**config.mk**
```make
export PLATFORM = sky130hd
export DESIGN_NAME = ddc_presence_probe
export DESIGN_NICKNAME = d
export VERILOG_FILES = /design/src/rtl/ddc_probe_pkg.sv /design/src/rtl/ddc_header_check.sv /design/src/rtl/ddc_chan_mux.sv /design/src/rtl/ddc_probe_fsm.sv /design/src/rtl/ddc_presence_probe.sv
export SDC_FILE = /design/constraint.sdc
export NUM_CORES = 1
export LEC_CHECK = 0
export BUFFER_PORTS_ARGS = -buffer_cell sky130_fd_sc_hd__buf_4
export CORE_AREA = 5 5 99 101
export DETAILED_ROUTE_END_ITERATION = 8
export DIE_AREA = 0 0 104 106
export GPL_ROUTABILITY_DRIVEN = 0
export PLACE_DENSITY = 0.8
export SYNTH_ARGS = -nofsm -noshare
export SYNTH_HDL_FRONTEND = slang
export SYNTH_SLANG_ARGS = --single-unit
```
**constraint.sdc**
```tcl
create_clock -name clk_i -period 4.9 [get_ports clk_i]
set_input_delay 0.49 -clock clk_i [delete_from_list [all_inputs] [get_ports clk_i]]
set_output_delay 0.49 -clock clk_i [all_outputs]
set_load 0.05 [all_outputs]
```
**src/rtl/ddc_probe_pkg.sv**
```systemverilog
package ddc_probe_pkg;
  localparam int CMD_LEN_W = 8;
  localparam int DEV_ADDR_W = 7;

  typedef enum logic [2:0] {
    ST_IDLE, ST_SEL, ST_WR_GO, ST_WR_WAIT, ST_RD_GO, ST_RD_WAIT, ST_EVAL
  } probe_st_e;

  typedef struct packed {
    logic                  start;
    logic                  rd;
    logic [CMD_LEN_W-1:0]  len;
    logic [DEV_ADDR_W-1:0] addr;
    logic [7:0]            wdata;
  } i2c_cmd_t;

  typedef struct packed {
    logic       done;
    logic       err;
    logic       rvalid;
    logic [7:0] rdata;
  } i2c_rsp_t;

  // identification header: zero at both ends, 0xFF in between
  function automatic logic [7:0] hdr_byte(input int idx, input int n);
    return (idx == 0 || idx == n - 1) ? 8'h00 : 8'hFF;
  endfunction
endpackage

```
**src/rtl/ddc_header_check.sv**
```systemverilog
module ddc_header_check
  import ddc_probe_pkg::*;
#(
  parameter int NUM_BYTES = 8,
  parameter int MIN_MATCH = 6
) (
  input  logic [NUM_BYTES*8-1:0] bytes_i,
  output logic                   ok_o
);
  localparam int HIT_W = $clog2(NUM_BYTES + 1);

  logic [NUM_BYTES-1:0] hit;
  logic [HIT_W-1:0]     hits;

  for (genvar g = 0; g < NUM_BYTES; g++) begin : g_cmp
    assign hit[g] = (bytes_i[g*8 +: 8] == hdr_byte(g, NUM_BYTES));
  end

  always_comb begin
    hits = '0;
    for (int i = 0; i < NUM_BYTES; i++) hits = hits + HIT_W'(hit[i]);
  end

  assign ok_o = (int'(hits) >= MIN_MATCH);
endmodule

```
**src/rtl/ddc_chan_mux.sv**
```systemverilog
module ddc_chan_mux
  import ddc_probe_pkg::*;
(
  input  logic     sel_aux_i,
  input  i2c_cmd_t cmd_i,
  output i2c_rsp_t rsp_o,
  output i2c_cmd_t bus_cmd_o,
  input  i2c_rsp_t bus_rsp_i,
  output i2c_cmd_t aux_cmd_o,
  input  i2c_rsp_t aux_rsp_i
);
  assign bus_cmd_o = sel_aux_i ? '0 : cmd_i;
  assign aux_cmd_o = sel_aux_i ? cmd_i : '0;
  assign rsp_o     = sel_aux_i ? aux_rsp_i : bus_rsp_i;
endmodule

```
**src/rtl/ddc_probe_fsm.sv**
```systemverilog
module ddc_probe_fsm
  import ddc_probe_pkg::*;
#(
  parameter logic [DEV_ADDR_W-1:0] DEV_ADDR = 7'h50,
  parameter int                    NUM_BYTES = 8,
  parameter logic [7:0]            OFFSET = 8'h00
) (
  input  logic                   clk_i,
  input  logic                   rst_ni,
  input  logic                   req_i,
  input  logic                   use_aux_i,
  input  logic                   router_valid_i,
  input  logic                   sel_ack_i,
  input  logic                   hdr_ok_i,
  input  i2c_rsp_t               rsp_i,
  output logic                   sel_req_o,
  output logic                   aux_q_o,
  output i2c_cmd_t               cmd_o,
  output logic [NUM_BYTES*8-1:0] rx_o,
  output logic                   done_o,
  output logic                   present_o
);
  localparam int CNT_W = $clog2(NUM_BYTES + 1);
  localparam logic [CNT_W-1:0] FULL = CNT_W'(NUM_BYTES);

  probe_st_e        st;
  logic [CNT_W-1:0] cnt;

  always_ff @(posedge clk_i or negedge rst_ni) begin
    if (!rst_ni) begin
      st        <= ST_IDLE;
      aux_q_o   <= 1'b0;
      cnt       <= '0;
      rx_o      <= '0;
      done_o    <= 1'b0;
      present_o <= 1'b0;
    end else begin
      done_o <= 1'b0;
      unique case (st)
        ST_IDLE: if (req_i) begin
          aux_q_o <= use_aux_i;
          st      <= router_valid_i ? ST_SEL : ST_WR_GO;
        end
        ST_SEL:  if (sel_ack_i) st <= ST_WR_GO;
        ST_WR_GO: st <= ST_WR_WAIT;
        ST_WR_WAIT: if (rsp_i.done) begin
          if (rsp_i.err) begin
            done_o    <= 1'b1;
            present_o <= 1'b0;
            st        <= ST_IDLE;
          end else st <= ST_RD_GO;
        end
        ST_RD_GO: begin
          cnt  <= '0;
          rx_o <= '0;
          st   <= ST_RD_WAIT;
        end
        ST_RD_WAIT: begin
          if (rsp_i.rvalid && cnt < FULL) begin
            rx_o[int'(cnt)*8 +: 8] <= rsp_i.rdata;
            cnt <= cnt + 1'b1;
          end
          if (rsp_i.done) begin
            if (rsp_i.err || cnt != FULL) begin
              done_o    <= 1'b1;
              present_o <= 1'b0;
              st        <= ST_IDLE;
            end else st <= ST_EVAL;
          end
        end
        ST_EVAL: begin
          done_o    <= 1'b1;
          present_o <= hdr_ok_i;
          st        <= ST_IDLE;
        end
        default: st <= ST_IDLE;
      endcase
    end
  end

  assign sel_req_o = (st == ST_SEL);

  always_comb begin
    cmd_o = '0;
    if (st == ST_WR_GO) begin
      cmd_o.start = 1'b1;
      cmd_o.len   = CMD_LEN_W'(1);
      cmd_o.addr  = DEV_ADDR;
      cmd_o.wdata = OFFSET;
    end else if (st == ST_RD_GO) begin
      cmd_o.start = 1'b1;
      cmd_o.rd    = 1'b1;
      cmd_o.len   = CMD_LEN_W'(NUM_BYTES);
      cmd_o.addr  = DEV_ADDR;
    end
  end
endmodule

```
**src/rtl/ddc_presence_probe.sv**
```systemverilog
module ddc_presence_probe
  import ddc_probe_pkg::*;
#(
  parameter logic [6:0] DEV_ADDR  = 7'h50,
  parameter int          NUM_BYTES = 8,
  parameter int          MIN_MATCH = 6
) (
  input  logic                   clk_i,
  input  logic                   rst_ni,
  input  logic                   probe_req_i,
  input  logic                   use_aux_i,
  input  logic                   router_valid_i,
  input  logic                   sel_ack_i,
  output logic                   sel_req_o,
  output logic                   bus_start_o,
  output logic                   bus_rd_o,
  output logic [7:0]             bus_len_o,
  output logic [6:0]             bus_addr_o,
  output logic [7:0]             bus_wdata_o,
  input  logic                   bus_done_i,
  input  logic                   bus_err_i,
  input  logic                   bus_rvalid_i,
  input  logic [7:0]             bus_rdata_i,
  output logic                   aux_start_o,
  output logic                   aux_rd_o,
  output logic [7:0]             aux_len_o,
  output logic [6:0]             aux_addr_o,
  output logic [7:0]             aux_wdata_o,
  input  logic                   aux_done_i,
  input  logic                   aux_err_i,
  input  logic                   aux_rvalid_i,
  input  logic [7:0]             aux_rdata_i,
  output logic                   done_o,
  output logic                   present_o,
  output logic [NUM_BYTES*8-1:0] rx_bytes_o
);
  i2c_cmd_t cmd, bus_cmd, aux_cmd;
  i2c_rsp_t rsp, bus_rsp, aux_rsp;
  logic     aux_q, hdr_ok;

  assign bus_rsp = '{done: bus_done_i, err: bus_err_i, rvalid: bus_rvalid_i, rdata: bus_rdata_i};
  assign aux_rsp = '{done: aux_done_i, err: aux_err_i, rvalid: aux_rvalid_i, rdata: aux_rdata_i};

  ddc_probe_fsm #(.DEV_ADDR(DEV_ADDR), .NUM_BYTES(NUM_BYTES), .OFFSET(8'h00)) u_fsm (
    .clk_i, .rst_ni,
    .req_i(probe_req_i), .use_aux_i, .router_valid_i, .sel_ack_i,
    .hdr_ok_i(hdr_ok), .rsp_i(rsp),
    .sel_req_o, .aux_q_o(aux_q), .cmd_o(cmd),
    .rx_o(rx_bytes_o), .done_o, .present_o
  );

  ddc_chan_mux u_mux (
    .sel_aux_i(aux_q), .cmd_i(cmd), .rsp_o(rsp),
    .bus_cmd_o(bus_cmd), .bus_rsp_i(bus_rsp),
    .aux_cmd_o(aux_cmd), .aux_rsp_i(aux_rsp)
  );

  ddc_header_check #(.NUM_BYTES(NUM_BYTES), .MIN_MATCH(MIN_MATCH)) u_hdr (
    .bytes_i(rx_bytes_o), .ok_o(hdr_ok)
  );

  assign bus_start_o = bus_cmd.start;
  assign bus_rd_o    = bus_cmd.rd;
  assign bus_len_o   = bus_cmd.len;
  assign bus_addr_o  = bus_cmd.addr;
  assign bus_wdata_o = bus_cmd.wdata;
  assign aux_start_o = aux_cmd.start;
  assign aux_rd_o    = aux_cmd.rd;
  assign aux_len_o   = aux_cmd.len;
  assign aux_addr_o  = aux_cmd.addr;
  assign aux_wdata_o = aux_cmd.wdata;
endmodule

```
### Word level (Yosys, flattened, before mapping)

Cells that the tools add are included.

* $add $sub $neg: 9
* $lt $le $gt $ge: 2
* equal/unequal tests: 20
* shift-type cells: 2
* mux-type cells: 30
* reductions and logical operators: 11

Operators by type and width (count)
* 64-bit one-hot mux with 2 select lines: 1
* 64-bit bitwise mux: 1
* 64-bit 2-to-1 mux: 1
* 8-bit by 33-bit variable shift with 64-bit output (first input constant): 1
* 8-bit by 33-bit indexed part select with 64-bit output: 1
* 25-bit 2-to-1 mux: 2
* 8-bit equality test (second input constant): 6
* 7-bit negation with 33-bit output: 1
* 4-bit by 1-bit adder with 4-bit output: 6
* 3-bit 2-to-1 mux: 6
* 3-bit one-hot mux with 6 select lines: 1
* 17-bit 2-to-1 mux: 1
* 8-bit logical NOT: 2
* 15-bit 2-to-1 mux: 1
* 11-bit 2-to-1 mux: 1
* 1-bit 2-to-1 mux: 10
* 3-bit equality test (second input constant): 3
* 2-bit inequality test (second input constant): 4
* 4-bit one-hot mux with 2 select lines: 1
* 3-bit by 2-bit equality test with 1-bit output (second input constant): 2
* 2-bit by 1-bit inequality test with 1-bit output (second input constant): 3
* 1-bit one-hot mux with 3 select lines: 2
* 5-bit AND reduction: 1
* 4-bit by 1-bit adder with 4-bit output (second input constant): 1
* other kinds (14): 15

* bits in registers: 74
* input port bits: 28
* output and inout port bits: 117
* word-level logic and storage cells: 80

### Longest topological paths before layout

* word-level depth: 10
* depth in mapped cells: 14
* gate-level depth less buffers: 14

### Modules after synthesis

A second synthesis with hierarchy kept.

* cells, all modules: 514
* area total of the unflattened synthesis: 4667.0 sq um

By module, submodules not included
* ddc_probe_fsm: instances 1, cells each 410, area an instance 3897.5 sq um
* ddc_chan_mux: instances 1, cells each 67, area an instance 473.0 sq um
* ddc_header_check: instances 1, cells each 37, area an instance 296.5 sq um

### Least setup slack after synthesis

Ideal clock, no wire load.

* kind: reg-to-reg
* start point: register u_fsm.rx_o[5]
* end point: register u_fsm.present_o
* setup time: 0.121 ns
* data arrival time: 3.923 ns
* data required time: 4.779 ns
* slack: 0.855 ns
* cell stages (with the launch flop): 15
* period minus slack after synthesis: 4.045 ns
* cells stage by stage: dfrtp_1 or4_1 nor2_1 ha_1 inv_1 fa_1 inv_1 fa_1 inv_1 fa_1 fa_1 nor2b_1 o31ai_1 o31ai_1 o2bb2ai_1

* word-level cells in the longest chain between the ends: 10

RTL lines
* from (decl): RTL line ddc_probe_fsm.sv:19 `output logic [NUM_BYTES*8-1:0] rx_o,`
* from (signal, indexed assignment): RTL line ddc_probe_fsm.sv:60 `rx_o[int'(cnt)*8 +: 8] <= rsp_i.rdata;`
* 8-bit logical NOT: RTL line ddc_header_check.sv:16 `assign hit[g] = (bytes_i[g*8 +: 8] == hdr_byte(g, NUM_BYTES));`
* 1-bit by 1-bit adder with 2-bit output: RTL line ddc_header_check.sv:21 `for (int i = 0; i < NUM_BYTES; i++) hits = hits + HIT_W'(hit[i]);`
* 4-bit by 1-bit adder with 4-bit output (6 in series): RTL line ddc_header_check.sv:21
* 4-bit by 3-bit >= comparator with 1-bit output: RTL line ddc_header_check.sv:24 `assign ok_o = (int'(hits) >= MIN_MATCH);`
* 1-bit one-hot mux with 3 select lines: RTL line ddc_probe_fsm.sv:39 `unique case (st)`
* to (signal assigned): RTL line ddc_probe_fsm.sv:73 `present_o <= hdr_ok_i;`
* to (decl): RTL line ddc_probe_fsm.sv:21 `output logic present_o`

Every way passes these cells.
A chain may end at the register's enable or synchronous reset.

### Worst setup path after layout

Ends and elaborated chain as after synthesis.

==> flow_summary.json <==
{
  "status": "finished clean",
  "synth_mux_area_share_pct": 10.0,
  "cp-endpoint": "u_fsm.present_o",
  "report.final.slew_viol_count": 0,
  "grt.total_usage_pct": 21.2,
  "tns_ns": 0,
  "num_vias": 3503,
  "ys_seq_area_share_pct": 41.4,
  "clk_pin_slew_ns": 0.08,
  "powerDensity_nw_per_um2": 601,
  "cp_max_fo": 3,
  "cts_root_buffer": "clkbuf_8",
  "finalCritPeriodShare_pct": 86.0,
  "first_pass_iters": 5,
  "area_delta_synth_final_pct": 18.9,
  "ant_nets": 0,
  "numCtsBuffers": 9,
  "ios": 145,
  "ys_warn_count": 0,
  "worstMarginPinSlew_ns": 0.970,
  "dpl_cell_area_um2": 5130,
  "cts_sinks": 74,
  "synth_compound_area_share_pct": 14.8,
  "fin_nets": 552,
  "crit_slowest_cell": "fa_1",
  "cpPeakStageDelay_ns": 0.54,
  "utilization_pct": 59.6,
  "htreeDepth": 3,
  "p_clk_share_pct": 14.7,
  "drt_iter0_drc": 180,
  "combPwrFrac_pct": 56.7,
  "die_x_um": 104,
  "vdd_drop_max_mv": 0.223,
  "reg2reg_slack_ns": 0.69,
  "port_buffers": 106,
  "synth_seq_cells": 74,
  "period_minus_slack_ns": 4.21,
  "synth_area_leaders": "dfrtp_1 (41%), buf_4 (7.7%), mux2_2 (4.5%), mux2i_1 (3.8%), nor2_1 (3.3%)",
  "max_slew_margin_pct": 35.1,
  "worstPathRequired_ns": 5.14,
  "coreArea_um2": 8930,
  "drc": 0,
  "avgSynthCellArea_um2": 10.7,
  "dp_slack_ns": 0.728,
  "final-setup-viol-count": 0,
  "postRouteWirelength_mm": 11.5,
  "hold_viol": 0,
  "total_power_mw": 3.20,
  "cts_tree": "done",
  "cpMostUsedCell": "fa_1",
  "yosys.area_share.simple_pct": 18.8,
  "crit_chain": "or4_1, nor2_1, ha_1, inv_1, fa_1, inv_1, fa_1, inv_1, fa_1, fa_1, nor2b_1, o31ai_1, o31ai_1, o2bb2ai_1",
  "synthXorXnorAreaFrac_pct": 0.587,
  "clock_skew_ns": 0.00605,
  "worstSetupEndpointType": "flop",
  "dp_hpwl_mm": 8.72,
  "path_class": "flop to flop",
  "cp-startpoint": "u_fsm.rx_o[5]",
  "ys.flop_type": "dfrtp_1",
  "start_util_pct": 50.1,
  "grt_pass1_wl_mm": 18.6,
  "synth_top_cell_by_area": "dfrtp_1",
  "viasPerCell": 5.57,
  "async_reset_ff_share_pct": 100,
  "cts-hold-fix-buffers": 0,
  "rows": 35,
  "p_switching_mw": 1.63,
  "cellLeakagePower_nw": 2.65,
  "die_y_um": 106,
  "clk_path_buf_depth": 2,
  "postSynthCellCount": 419,
  "p_seq_share_pct": 28.6,
  "critical_path.top_delay_family": "adder cells",
  "synth_edf_count": 0,
  "rsz0062_at_grt": "false",
  "final_cell_area_um2": 5320,
  "rr_startpoint": "u_fsm.rx_o[5]",
  "hold_path_class": "input port to asynchronous set/reset pin",
  "worst_ep_arrival_time_ns": 4.46,
  "dpl.cell_count": 614,
  "max-cap-violations": 0,
  "clock_latency_ns": 0.36,
  "syn_area_um2": 4470,
  "synth.top_cells.by_count": "dfrtp_1 (74), buf_4 (46), nor2_1 (39), nand2_1 (22), nand4_1 (21)",
  "grt_overflow_total": 0,
  "synth_fa_ha_area_share_pct": 3.47,
  "antenna_found_initial": 0,
  "grt_max_degree": 75,
  "avgRoutedWirePerCell_um": 18.3,
  "max_freq_ghz": 0.237,
  "synth_top_family_by_area": "simple AND/OR/NAND/NOR gates",
  "post-synth-top-count-cell": "dfrtp_1",
  "r2r_cells": 14,
  "fin_hold_ws_ns": 0.236,
  "synth_top_area_share_pct": 41.4,
  "grt_pass1_vias": 3521,
  "die_area_um2": 11000,
  "postCtsSetupBuffers": 0,
  "drive_gt1_share_pct": 37.5,
  "layout_setup_ws_ns": 0.685,
  "synth_cell_types": 68,
  "crit_cells": 14,
  "p_int_mw": 1.57,
  "finalNonFillerCells": 629,
  "crit_path_start_kind": "flop",
  "p_sw_share_pct": 50.9,
  "timing.rr.end": "u_fsm.present_o",
  "insertedDiodeCount": 0,
  "cp_num_buf_inv": 3,
  "post_cts_resized": 0
}
## power groups by stage
stage               logic, mW  registers (mW)  clock network [mW]
floorplan                1.06            1.21                   0
CTS                      1.82           0.915               0.475
detailed placement       1.81           0.926                   0
finish                   1.81           0.915               0.470
global placement         1.78           0.916                   0
global route             1.93           0.939               0.505
## sequential cells by signal (all words and copies together), names as in the netlist
name and flops:
u_fsm.st 3, u_fsm.rx_o 64, u_fsm.aux_q_o 1, u_fsm.done_o 1, u_fsm.present_o 1, u_fsm.cnt 4
## worst min path at each step
stage	end	slack, ns
finish	u_fsm.aux_q_o	0.24
floorplan	u_fsm.aux_q_o	0.19
global route	u_fsm.aux_q_o	0.36
global placement	u_fsm.rx_o[18]	0.50
detailed placement	u_fsm.rx_o[57]	0.50
CTS	u_fsm.aux_q_o	0.31
## per-layer routing
metal / track usage (%) / vias up / part of all wire (%)
met3: 4.07 / 29 / 8.0
met5: 0 / - / 0
met4: 10.3 / 0 / 3.2
li1: - / 1605 / -
met1: 27.6 / 1708 / 40
met2: 34.1 / 161 / 49
## logic make-up after synthesis
family                     after synthesis
AOI/OAI and AO/OA                       69
xor gates and xnor gates                 3
adders and majority gates               10
buffers and inverters                   75
DFF                                     74
muxes                                   40
other                                    1
and+or+nand+nor                        147
## cell usage in the layout, fill, tap and decap left out, types with 10 or more instances in the layout
cell type / Yosys / final
clkbuf_8: 0 / 10
dfrtp_1: 74 / 74
mux2_2: 18 / 18
or2_2: 19 / 19
o2bb2ai_1: 12 / 12
inv_1: 14 / 14
nor2_1: 39 / 39
conb_1: 1 / 38
buf_4: 46 / 108
mux2i_1: 17 / 17
nand2_1: 22 / 22
nand4_1: 21 / 21
a22o_1: 16 / 16
## final cells by class
class / instances / area [um2]
sequential: 74 / 1850
multi-input combinational: 307 / 2270
timing repair buffer: 108 / 811
tap: 111 / 139
clock inverter: 5 / 55.1
clock buffer: 10 / 138
fill: 760 / 3610
inverter: 14 / 52.6
No activity file was read; power rests on OpenSTA's default activity.
